File: src/rtl/stat_bank_pkg.sv
package stat_bank_pkg;

    // Register port word width and rollover vector geometry
    localparam int WORD_W     = 16;
    localparam int ROLL_WORDS = 4;
    localparam int ROLL_BITS  = WORD_W * ROLL_WORDS;

    // Fixed address map: control, rollover words, counter windows
    localparam int CTRL_ADDR  = 0;
    localparam int ROLL_ADDR  = 4;
    localparam int CNT_ADDR   = 64;
    localparam int CNT_STRIDE = 4;
    localparam int VIEW_W     = 48;

    typedef enum logic [1:0] {
        ST_IDLE      = 2'd0,
        ST_READ_OUT  = 2'd1,
        ST_SNAP_HOLD = 2'd2
    } bus_state_t;

endpackage

File: src/rtl/stat_count_lane.sv
module stat_count_lane #(
    parameter int CNT_W = 40,
    parameter int INC_W = 1
) (
    input  logic             clk,
    input  logic             rst_n,
    input  logic             inc_i,
    input  logic [INC_W-1:0] amount_i,
    input  logic             snap_i,
    output logic [CNT_W-1:0] shadow_o,
    output logic             wrap_o
);

    localparam int PAD_W = CNT_W + 1 - INC_W;

    logic [CNT_W-1:0] live_q;
    logic [CNT_W-1:0] shadow_q;
    logic [CNT_W:0]   sum;

    always_comb begin
        sum    = {1'b0, live_q} + {{PAD_W{1'b0}}, amount_i};
        wrap_o = inc_i & sum[CNT_W];
    end

    always_ff @(posedge clk) begin
        if (!rst_n) begin
            live_q   <= '0;
            shadow_q <= '0;
        end else begin
            if (inc_i) begin
                live_q <= sum[CNT_W-1:0];
            end
            if (snap_i) begin
                shadow_q <= live_q;
            end
        end
    end

    assign shadow_o = shadow_q;

    // The live value moves only on its own strobe (reads cannot touch it)
    assert_live_hold_R9: assert property (@(posedge clk) disable iff (!rst_n)
        !inc_i |=> $stable(live_q));

    // A snapshot captures the value the live counter held before that edge
    assert_snap_copy_R4: assert property (@(posedge clk) disable iff (!rst_n)
        snap_i |=> (shadow_q == $past(live_q)));

    // Shadows never move without a snapshot
    assert_shadow_hold_R3: assert property (@(posedge clk) disable iff (!rst_n)
        !snap_i |=> $stable(shadow_q));

    // A wrap always lands below the previous value
    assert_wrap_low_R7: assert property (@(posedge clk) disable iff (!rst_n)
        wrap_o |=> (live_q < $past(live_q)));

endmodule

File: src/rtl/stat_rollover_flags.sv
module stat_rollover_flags
    import stat_bank_pkg::*;
#(
    parameter int NUM_CNT = 20
) (
    input  logic                 clk,
    input  logic                 rst_n,
    input  logic [NUM_CNT-1:0]   wrap_i,
    input  logic                 clr_en_i,
    input  logic [1:0]           clr_sel_i,
    output logic [ROLL_BITS-1:0] flags_o
);

    logic [ROLL_BITS-1:0] wrap_full;
    logic [ROLL_BITS-1:0] clr_mask;
    logic [WORD_W-1:0]    word_q [ROLL_WORDS];

    always_comb begin
        wrap_full                = '0;
        wrap_full[NUM_CNT-1:0]   = wrap_i;
        clr_mask                 = '0;
        if (clr_en_i) begin
            clr_mask = {{(ROLL_BITS-WORD_W){1'b0}}, {WORD_W{1'b1}}}
                       << (WORD_W * int'(clr_sel_i));
        end
    end

    for (genvar w = 0; w < ROLL_WORDS; w++) begin : g_word
        always_ff @(posedge clk) begin
            if (!rst_n) begin
                word_q[w] <= '0;
            end else begin
                // set wins over clear so a wrap in the read cycle survives
                word_q[w] <= (word_q[w] & ~clr_mask[w*WORD_W +: WORD_W])
                           | wrap_full[w*WORD_W +: WORD_W];
            end
        end
        assign flags_o[w*WORD_W +: WORD_W] = word_q[w];
    end

    assert_wrap_sets_R7: assert property (@(posedge clk) disable iff (!rst_n)
        (|wrap_full) |=> ((flags_o & $past(wrap_full)) == $past(wrap_full)));

    assert_read_clears_R8: assert property (@(posedge clk) disable iff (!rst_n)
        clr_en_i |=> ((flags_o & $past(clr_mask) & ~$past(wrap_full)) == '0));

endmodule

File: src/rtl/stat_bus_fsm.sv
module stat_bus_fsm
    import stat_bank_pkg::*;
#(
    parameter int ADDR_W = 8
) (
    input  logic              clk,
    input  logic              rst_n,
    input  logic              bus_rd_i,
    input  logic              bus_wr_i,
    input  logic [ADDR_W-1:0] bus_addr_i,
    input  logic              snap_bit_i,
    output logic              rd_accept_o,
    output logic              snap_o,
    output logic              ready_o,
    output logic              rvalid_o
);

    bus_state_t state_q;
    bus_state_t state_d;
    logic       is_ctrl;

    assign is_ctrl = (bus_addr_i == ADDR_W'(CTRL_ADDR));

    // state register
    always_ff @(posedge clk) begin
        if (!rst_n) begin
            state_q <= ST_IDLE;
        end else begin
            state_q <= state_d;
        end
    end

    // next state
    always_comb begin
        state_d = state_q;
        unique case (state_q)
            ST_IDLE: begin
                if (bus_rd_i) begin
                    state_d = ST_READ_OUT;
                end else if (bus_wr_i && is_ctrl && snap_bit_i) begin
                    state_d = ST_SNAP_HOLD;
                end
            end
            ST_READ_OUT:  state_d = ST_IDLE;
            ST_SNAP_HOLD: state_d = ST_IDLE;
            default:      state_d = ST_IDLE;
        endcase
    end

    // outputs
    always_comb begin
        ready_o     = 1'b0;
        rvalid_o    = 1'b0;
        rd_accept_o = 1'b0;
        snap_o      = 1'b0;
        unique case (state_q)
            ST_IDLE: begin
                ready_o     = 1'b1;
                rd_accept_o = bus_rd_i;
                snap_o      = !bus_rd_i && bus_wr_i && is_ctrl && snap_bit_i;
            end
            ST_READ_OUT:  rvalid_o = 1'b1;
            ST_SNAP_HOLD: ready_o  = 1'b0;
            default:      ready_o  = 1'b0;
        endcase
    end

    assert_rvalid_next_R10: assert property (@(posedge clk) disable iff (!rst_n)
        rd_accept_o |=> (rvalid_o && !ready_o));

    assert_busy_after_snap_R10: assert property (@(posedge clk) disable iff (!rst_n)
        snap_o |=> (!ready_o && !rvalid_o));

    assert_rvalid_single_R10: assert property (@(posedge clk) disable iff (!rst_n)
        rvalid_o |=> !rvalid_o);

    assert_no_accept_busy_R10: assert property (@(posedge clk) disable iff (!rst_n)
        !ready_o |-> (!rd_accept_o && !snap_o));

endmodule

File: src/rtl/stat_read_mux.sv
module stat_read_mux
    import stat_bank_pkg::*;
#(
    parameter int NUM_CNT = 20,
    parameter int CNT_W   = 40,
    parameter int ADDR_W  = 8
) (
    input  logic [ADDR_W-1:0]        addr_i,
    input  logic [NUM_CNT*CNT_W-1:0] shadow_flat_i,
    input  logic [ROLL_BITS-1:0]     flags_i,
    output logic [WORD_W-1:0]        rdata_o,
    output logic                     roll_hit_o
);

    localparam int SEL_W = ADDR_W - 2;

    logic [ADDR_W-1:0] off;
    logic [SEL_W-1:0]  sel;
    logic              in_cnt;
    logic [VIEW_W-1:0] view;

    always_comb begin
        off        = addr_i - ADDR_W'(CNT_ADDR);
        sel        = off[ADDR_W-1:2];
        roll_hit_o = (addr_i[ADDR_W-1:2] == SEL_W'(ROLL_ADDR / 4));
        in_cnt     = (addr_i >= ADDR_W'(CNT_ADDR)) && (int'(sel) < NUM_CNT);
        view       = '0;
        for (int k = 0; k < NUM_CNT; k++) begin
            if (sel == SEL_W'(k)) begin
                view[CNT_W-1:0] = shadow_flat_i[k*CNT_W +: CNT_W];
            end
        end
        rdata_o = '0;
        if (roll_hit_o) begin
            rdata_o = flags_i[WORD_W*int'(addr_i[1:0]) +: WORD_W];
        end else if (in_cnt) begin
            unique case (addr_i[1:0])
                2'd0:    rdata_o = view[15:0];
                2'd1:    rdata_o = view[31:16];
                2'd2:    rdata_o = view[47:32];
                default: rdata_o = '0;
            endcase
        end
    end

endmodule

File: src/rtl/stat_snapshot_bank.sv
module stat_snapshot_bank
    import stat_bank_pkg::*;
#(
    parameter int NUM_CNT    = 20,
    parameter int CNT_W      = 40,
    parameter int BYTE_W     = 16,
    parameter int ADDR_W     = 8,
    parameter int RX_OCT_IDX = 0,
    parameter int TX_OCT_IDX = 13
) (
    input  logic               clk,
    input  logic               rst_n,
    input  logic [NUM_CNT-1:0] ev_inc,
    input  logic [BYTE_W-1:0]  rx_octets,
    input  logic [BYTE_W-1:0]  tx_octets,
    input  logic               bus_rd,
    input  logic               bus_wr,
    input  logic [ADDR_W-1:0]  bus_addr,
    input  logic [15:0]        bus_wdata,
    output logic               bus_ready,
    output logic               bus_rvalid,
    output logic [15:0]        bus_rdata
);

    logic [NUM_CNT*CNT_W-1:0] shadow_flat;
    logic [NUM_CNT-1:0]       wrap_vec;
    logic [ROLL_BITS-1:0]     flags;
    logic [WORD_W-1:0]        mux_data;
    logic                     roll_hit;
    logic                     rd_accept;
    logic                     snap;
    logic [WORD_W-1:0]        rdata_q;
    logic                     unused_wdata_bits;

    assign unused_wdata_bits = ^bus_wdata[15:1];

    for (genvar k = 0; k < NUM_CNT; k++) begin : g_lane
        if (k == RX_OCT_IDX) begin : g_rx_oct
            stat_count_lane #(.CNT_W(CNT_W), .INC_W(BYTE_W)) u_lane (
                .clk(clk), .rst_n(rst_n), .inc_i(ev_inc[k]),
                .amount_i(rx_octets), .snap_i(snap),
                .shadow_o(shadow_flat[k*CNT_W +: CNT_W]), .wrap_o(wrap_vec[k]));
        end else if (k == TX_OCT_IDX) begin : g_tx_oct
            stat_count_lane #(.CNT_W(CNT_W), .INC_W(BYTE_W)) u_lane (
                .clk(clk), .rst_n(rst_n), .inc_i(ev_inc[k]),
                .amount_i(tx_octets), .snap_i(snap),
                .shadow_o(shadow_flat[k*CNT_W +: CNT_W]), .wrap_o(wrap_vec[k]));
        end else begin : g_frame
            stat_count_lane #(.CNT_W(CNT_W), .INC_W(1)) u_lane (
                .clk(clk), .rst_n(rst_n), .inc_i(ev_inc[k]),
                .amount_i(1'b1), .snap_i(snap),
                .shadow_o(shadow_flat[k*CNT_W +: CNT_W]), .wrap_o(wrap_vec[k]));
        end
    end

    stat_rollover_flags #(.NUM_CNT(NUM_CNT)) u_roll (
        .clk(clk), .rst_n(rst_n), .wrap_i(wrap_vec),
        .clr_en_i(rd_accept && roll_hit), .clr_sel_i(bus_addr[1:0]),
        .flags_o(flags));

    stat_read_mux #(.NUM_CNT(NUM_CNT), .CNT_W(CNT_W), .ADDR_W(ADDR_W)) u_mux (
        .addr_i(bus_addr), .shadow_flat_i(shadow_flat), .flags_i(flags),
        .rdata_o(mux_data), .roll_hit_o(roll_hit));

    stat_bus_fsm #(.ADDR_W(ADDR_W)) u_fsm (
        .clk(clk), .rst_n(rst_n), .bus_rd_i(bus_rd), .bus_wr_i(bus_wr),
        .bus_addr_i(bus_addr), .snap_bit_i(bus_wdata[0]),
        .rd_accept_o(rd_accept), .snap_o(snap),
        .ready_o(bus_ready), .rvalid_o(bus_rvalid));

    always_ff @(posedge clk) begin
        if (!rst_n) begin
            rdata_q <= '0;
        end else if (rd_accept) begin
            rdata_q <= mux_data;
        end
    end

    assign bus_rdata = rdata_q;

    // returned data stays put while no read is being presented
    assert_rdata_stable_R10: assert property (@(posedge clk) disable iff (!rst_n)
        !$past(rd_accept) |-> $stable(bus_rdata));

    assert_reset_idle_R1: assert property (@(posedge clk)
        $past(!rst_n) |-> (bus_ready && !bus_rvalid));

endmodule

File: config.mk
export PLATFORM = sky130hd
export DESIGN_NAME = stat_snapshot_bank
export DESIGN_NICKNAME = d
export VERILOG_FILES = /design/src/rtl/stat_bank_pkg.sv /design/src/rtl/stat_count_lane.sv /design/src/rtl/stat_rollover_flags.sv /design/src/rtl/stat_bus_fsm.sv /design/src/rtl/stat_read_mux.sv /design/src/rtl/stat_snapshot_bank.sv
export SDC_FILE = /design/constraint.sdc
export NUM_CORES = 2
export LEC_CHECK = 0
export BUFFER_PORTS_ARGS = -buffer_cell sky130_fd_sc_hd__clkbuf_2
export CORE_AREA = 3 3 449 451
export DETAILED_ROUTE_END_ITERATION = 8
export DIE_AREA = 0 0 452 454
export PLACE_DENSITY = 0.51
export SYNTH_ARGS = -nofsm -noshare
export SYNTH_HDL_FRONTEND = slang
export SYNTH_HIERARCHICAL = 1
export SYNTH_SLANG_ARGS = --single-unit
File: constraint.sdc
create_clock -name clk -period 8.35 [get_ports clk]
set_clock_uncertainty 0.15 [all_clocks]
set_input_delay 0.835 -clock clk [delete_from_list [all_inputs] [get_ports clk]]
set_output_delay 0.835 -clock clk [all_outputs]
set_load 0.01 [all_outputs]
Word-level counts from Yosys, hierarchy flattened
Memory sizes are Yosys's and may differ from the RTL's.
Cells that the tools add are included.
Word-level totals
  bits in writable memories: 64
  input port bits: 80
  output and inout bits: 18
  logic and storage cells: 179
  memories kept: 1
  register bits: 1618
Operators by class
  shift operators: 2
  reductions and logical operators: 15
  equality and inequality tests: 23
  multiplexer cells: 36
  $lt $le $gt $ge: 2
  $add $sub $neg: 21
  bitwise logic cells: 36
Memory list
  u_roll.word_q: depth 4, width 16, rd ports 4, clocked after memory_dff 0, wr ports 4, RTL line stat_rollover_flags.sv:16  | logic [WORD_W-1:0] word_q [ROLL_WORDS];
Operators by type and width (count)
  2-to-1 mux 40 bit: 20
  adder 40 x 1 -> 41 bit (second input constant): 18
  2-to-1 mux 16 bit: 6
  adder 40 x 16 -> 41 bit: 2
  bitwise AND 16 bit: 4
  2-to-1 mux 64 bit: 1
  inverter 16 bit: 4
  variable part select 64 x 7 -> 16 bit: 1
  left shift 16 x 6 -> 64 bit (first input constant): 1
  equality test 6 x 4 -> 1 bit (second input constant): 8
  one-hot mux 16 bit (3 select lines): 1
  equality test 6 x 3 -> 1 bit (second input constant): 4
  equality test 6 x 5 -> 1 bit (second input constant): 4
  bitwise AND 1 bit: 20
  OR 16 bit: 1
  OR 16 x 4 -> 16 bit: 1
  equality test 6 x 1 -> 1 bit (second input constant): 2
  equality test 6 x 2 -> 1 bit (second input constant): 2
  greater-or-equal comparator 8 x 7 -> 1 bit (second input constant): 1
  logical NOT 8 bit: 1
  2-to-1 mux 1 bit: 8
  subtractor 8 x 7 -> 8 bit (second input constant): 1
  logical AND 1 bit: 7
  logical NOT 6 bit: 1
  other kinds (10): 16

Depth between registers and ports, before layout
  depth after elaboration: 25
  depth in mapped cells: 16
  gate-level depth less buffers: 11

Cells and area by module
The synthesis kept the hierarchy.
Modules (own cells, without submodules)
  stat_count_lane (g_lane[10].g_frame.u_lane ...): area an instance 3354.5 sq um, times used 18, cells each 358, seq. area each 1601.5 sq um
  stat_read_mux: area an instance 7561.0 sq um, times used 1, cells each 1136, seq. area each 0.0 sq um
  stat_count_lane (g_lane[13].g_tx_oct.u_lane): area an instance 4171.5 sq um, times used 1, cells each 450, seq. area each 1601.5 sq um
  stat_count_lane (g_lane[0].g_rx_oct.u_lane): area an instance 4137.7 sq um, times used 1, cells each 467, seq. area each 1601.5 sq um
  stat_rollover_flags: area an instance 1943.1 sq um, times used 1, cells each 186, seq. area each 1281.2 sq um
  stat_snapshot_bank: area an instance 626.9 sq um, times used 1, cells each 53, seq. area each 320.3 sq um
  stat_bus_fsm: area an instance 131.4 sq um, times used 1, cells each 13, seq. area each 40.0 sq um

Worst setup path before layout
No wires, ideal clock.
  path type: input -> register
  start point: input bus_rd
  end point: register g_lane[13].g_tx_oct.u_lane.shadow_q[10]
  stages on the path: 6
  slack: 4876 ps
  path buffers: 2
  setup time: 128 ps
  required time: 8072 ps
  arrival time: 3196 ps
  cells stage by stage: or4_4 > nor4b_2 > clkbuf_1 > clkbuf_1 > mux2i_1 > nor2_1
Between the ends
  cells in the longest elaborated chain, start to end: 5
RTL lines
  start, declared: RTL line stat_snapshot_bank.sv:16  | input logic bus_rd,
  logical NOT 1 bit: RTL line stat_bus_fsm.sv:60  | snap_o = !bus_rd_i && bus_wr_i && is_ctrl && snap_bit_i;
  logical AND 1 bit (3 in series): RTL line stat_bus_fsm.sv:60
  2-to-1 mux 1 bit: RTL line stat_bus_fsm.sv:56  | unique case (state_q)
  via snap: RTL line stat_snapshot_bank.sv:31  | logic snap;
  end signal, assigned: RTL line stat_count_lane.sv:34  | shadow_q <= live_q;
  end, declared: RTL line stat_count_lane.sv:17  | logic [CNT_W-1:0] shadow_q;
The timed path passes the listed nets, and every way through them passes these cells.
A chain may end at the register's enable or synchronous reset.

Final worst setup path
  start point: input bus_addr[7]
  end point: register rdata_q[14] (netlist: bus_rdata[14])
Between the ends
  cells in the longest elaborated chain, start to end: 25
  elaborated cells between the ends (all ways): 48
  those cells by class: 1 x add/sub; 2 x order compare; 20 x eq/ne; 23 x mux; 2 x reduce/logical
RTL lines
  start, declared: RTL line stat_snapshot_bank.sv:18  | input logic [ADDR_W-1:0] bus_addr,
  subtractor 8 x 7 -> 8 bit: RTL line stat_read_mux.sv:23  | off = addr_i - ADDR_W'(CNT_ADDR);
  logical NOT 6 bit: RTL line stat_read_mux.sv:29  | if (sel == SEL_W'(k)) begin
  2-to-1 mux 40 bit (20 in series): RTL line stat_read_mux.sv:29
  one-hot mux 16 bit (3 select lines): RTL line stat_read_mux.sv:37  | unique case (addr_i[1:0])
  2-to-1 mux 16 bit: RTL line stat_read_mux.sv:36  | end else if (in_cnt) begin
  2-to-1 mux 16 bit (*): RTL line stat_read_mux.sv:34  | if (roll_hit_o) begin
  via mux_data[14]: RTL line stat_snapshot_bank.sv:28  | logic [WORD_W-1:0] mux_data;
  end signal, assigned: RTL line stat_snapshot_bank.sv:75  | rdata_q <= mux_data;
  end, declared: RTL line stat_snapshot_bank.sv:32  | logic [WORD_W-1:0] rdata_q;
Mark *: on every way through the listed nets, which the timed path passes. The rest lies on a longest branch.

==> metrics.md <==
| Metric | Value |
|---|---|
| Status | finished, violations left |
| Failing checks | capacitance limit |
| RePlAce Congestion | 1.00 |
| Post-DP HPWL | 209 mm |
| ANT nets after route | 0 |
| Number of distinct library cells after synthesis | 118 |
| Synth Instances | 8749 |
| Overflow after GRT | 0 |
| CP required | 8.96 ns |
| Top-Level Pins | 98 |
| Gr usage total | 27.3% |
| Via/cell ratio | 5.91 |
| Layout cells sized above 1 | 8.58% |
| R2R depth | 9 |
| Startpoint class of the critical path | primary input |
| Clock transition at path regs | 0.06 ns |
| Post CTS Setup Buffer Count | 0 |
| RR Startpoint | g_lane[1].g_frame.u_lane/shadow_o[18] |
| Die width | 452 µm |
| Crit path arrival time | 5.55 ns |
| Most frequent cells in the layout | dfxtp_1 (1682), nor2_1 (1188), mux2i_1 (1067) |
| Vias in the first global route | 60726 |
| Critical Path Slowest Stage Cell | a211oi_1 |
| Setup TNS | 0 ns |
| Dpl cells | 11026 |
| Filler Cell Count | 19149 |
| First-pass GRT wire length | 423 mm |
| Final Hold Fails | 0 |
| Initial antenna violation count | 12 |
| Max-Cap Viols | 1 |
| Core area | 198000 µm² |
| Period utilization | 59.1% |
| Post-CTS Resized | 0 |
| Asr flop ratio synth | 0% |
| Clk sinks | 1682 |
| Core Rows | 163 |
| CTS tree | built |
| CP Cell Sequence | clkbuf_2, inv_1, ha_1, buf_4, nand3b_1, nor2_2, buf_4, a222oi_1, a211oi_1, nor3_1, o221ai_1, mux2i_1, nor2b_1 |
| Setup Viol. Count Final | 0 |
| Pwr Total | 17.8 mW |
| Most used DFF post-synth | dfxtp_1 |
| Worst path max stage delay | 1.16 ns |
| P&R area growth vs syn | 11.0% |
| Hold buffers post-CTS | 0 |
| HP Class | in -> reg |
| RSZ-0062 raised after global routing | no |
| Max FO, Critical Path | 27 |
| Most frequent CP cell | buf_4 |
| Initial Util | 40.0% |
| Synthesis Warnings | 6 |
| Setup CP Type | in -> reg |
| Cell Count, Final, Fillers Out | 11371 |
| Commonest non-fill, non-tap cell in the layout | dfxtp_1 |
| Final Util | 44.4% |
| P_leak | 29.7 nW |
| Footprint of the multi-input gates | 42300 µm² |
| Setup crit end kind | register |
| Max frequency | 203 MHz |
| Inserted Clock Buffers | 189 |
| Post-synth EDFFs | 0 |
| IO Port Bufs | 82 |
| Fin crit period | 4.94 ns |
| Max-slew violations | 0 |
| Reg-to-reg slack, setup | 4.72 ns |
| Slew at the pin closest to its max-slew limit | 1.46 ns |
| Sequential share of the synthesized area | 42.6% |
| Hold Crit Start | bus_rd |
| Hold path depth | 2 |
| Via count | 67259 |
| Height of the die | 454 µm |
| Starting DRT DRC Count | 6992 |
| Post-Synthesis Cell Area | 79000 µm² |
| Mean Syn Cell Area | 9.02 µm² |
| DRC | 0 |
| Worst skew pair latency | 0.83 ns |
| Worst vdd ir | 0.218 mV |
| WL/cell | 25.5 µm |
| Htree depth | 4 |
| Post-layout nets | 8730 |
| Clock Path Buffers | 3 |
| Hold Path End | u_fsm/state_q[0] |
| Power density cells | 203 nW/µm² |
| Seq cells post-synth | 1682 |
| Clock Root Buffer | clkbuf_16 |
| Register Area | 33700 µm² |
| RR Endpoint | bus_rdata[2] |
| DIE AREA | 205000 µm² |
| Relative slew slack | 2.09% |
| Pin count of the biggest net entering global routing | 122 |
| WL final | 290 mm |
| Router iterations before antenna repair | 7 |
worst max-delay path: cells and delay by family:
kind / cells / cell delay (ns)
fa+ha+maj: 1 / 0.14
compound gates: 3 / 1.53
simple gates: 4 / 1.84
buf+inv: 4 / 1.06
mux: 1 / 0.10
logic make-up (layout without fill, tap and decap cells):
family,after synthesis,in the layout,synth area share [%]
AO/OA/AOI/OAI,1525,1525,12.3
flip-flops,1682,1682,42.6
AND/OR/NAND/NOR,3458,3458,23.3
other,1,21,0.00475
adder cells (fa/ha/maj),73,73,1.18
buffers and inverters,703,665,3.91
XOR/XNOR,205,205,2.27
multiplexers,1102,1102,14.4
area by class of cell:
cell class                 instances  area share, %
antenna                            3        0.00856
clock buffer                     259           6.14
clock inverter                    83           1.36
inverter                         152          0.651
multi-input combinational       6381           48.3
sequential                      1682           38.4
tap                             2640           3.77
timing repair buffer             171           1.37
flip-flops by register name, indices dropped and copies added, names as in the netlist:
register and flops:
g_lane.g_tx_oct.u_lane/shadow_o 40, u_roll/word_q 64, g_lane.g_rx_oct.u_lane/shadow_o 40, g_lane.g_tx_oct.u_lane/live_q 40, g_lane.g_frame.u_lane/live_q 720, g_lane.g_frame.u_lane/shadow_o 720
u_fsm/state_q 2, bus_rdata 16, g_lane.g_rx_oct.u_lane/live_q 40
metrics by stage:
stage | hold slack [ns] | worst slack (ns) | cell area [µm²]
final | 0.132 | 3.41 | 87700
after global routing | 0.0974 | 3.43 | 87700
after CTS | 0.0502 | 3.81 | 87700
after detailed placement | 0.311 | 2.88 | 81100
after global placement | 0.310 | 2.82 | 81100
after floorplan | 0.297 | 4.88 | 79000
power by group:
group	switching, mW	leakage [nW]	internal [mW]	total, mW
logic	0.572	12.9	0.233	0.805
clock network	3.56	3.25	5.29	8.85
registers	0.0418	13.6	8.06	8.10
worst max-delay path by stage:
| stage | from | end | slack, ns | cells after the start |
|---|---|---|---|---|
| final | bus_addr[7] | bus_rdata[14] | 3.41 | 13 |
| after global routing | bus_addr[7] | bus_rdata[14] | 3.43 | 13 |
| after CTS | bus_addr[4] | bus_rdata[8] | 3.81 | 12 |
| after detailed placement | bus_addr[4] | bus_rdata[8] | 2.88 | 12 |
| after global placement | bus_addr[4] | bus_rdata[8] | 2.82 | 12 |
| after floorplan | bus_rd | g_lane[13].g_tx_oct.u_lane/shadow_o[10] | 4.88 | 6 |
synth_stat cells, types with 27 or more instances:
master	instances	area, µm²
or4_4	37	417
o21a_1	32	240
nor2_1	1196	4490
a221oi_1	36	315
buf_1	82	308
buf_6	27	304
or4_1	199	1490
a22oi_1	97	728
buf_2	128	641
a21oi_1	536	2680
o22ai_1	45	282
nor3_1	85	425
nor2b_1	34	213
o21ai_0	263	1320
mux2i_1	1067	10700
and4_1	79	692
o31ai_1	186	1400
nand2b_1	169	1060
inv_1	132	495
nand4_1	242	1510
and3_1	155	970
nand4_2	54	676
ha_1	71	888
clkbuf_1	294	1100
nand2_1	484	1820
a31oi_1	32	200
o211ai_1	30	225
nand3_1	272	1360
xnor2_1	149	1310
xor2_1	56	490
dfxtp_1	1682	33700
nor4_1	99	619
a21o_1	27	203
or3_1	200	1250
layer usage:
layer | share of wire (%) | GRT usage (%)
met3 | 7.9 | 5.89
met4 | 5.1 | 12.7
met2 | 42 | 40.3
met1 | 45 | 37.9
met5 | 0 | 0
No activity file was read; power rests on OpenSTA's default activity.
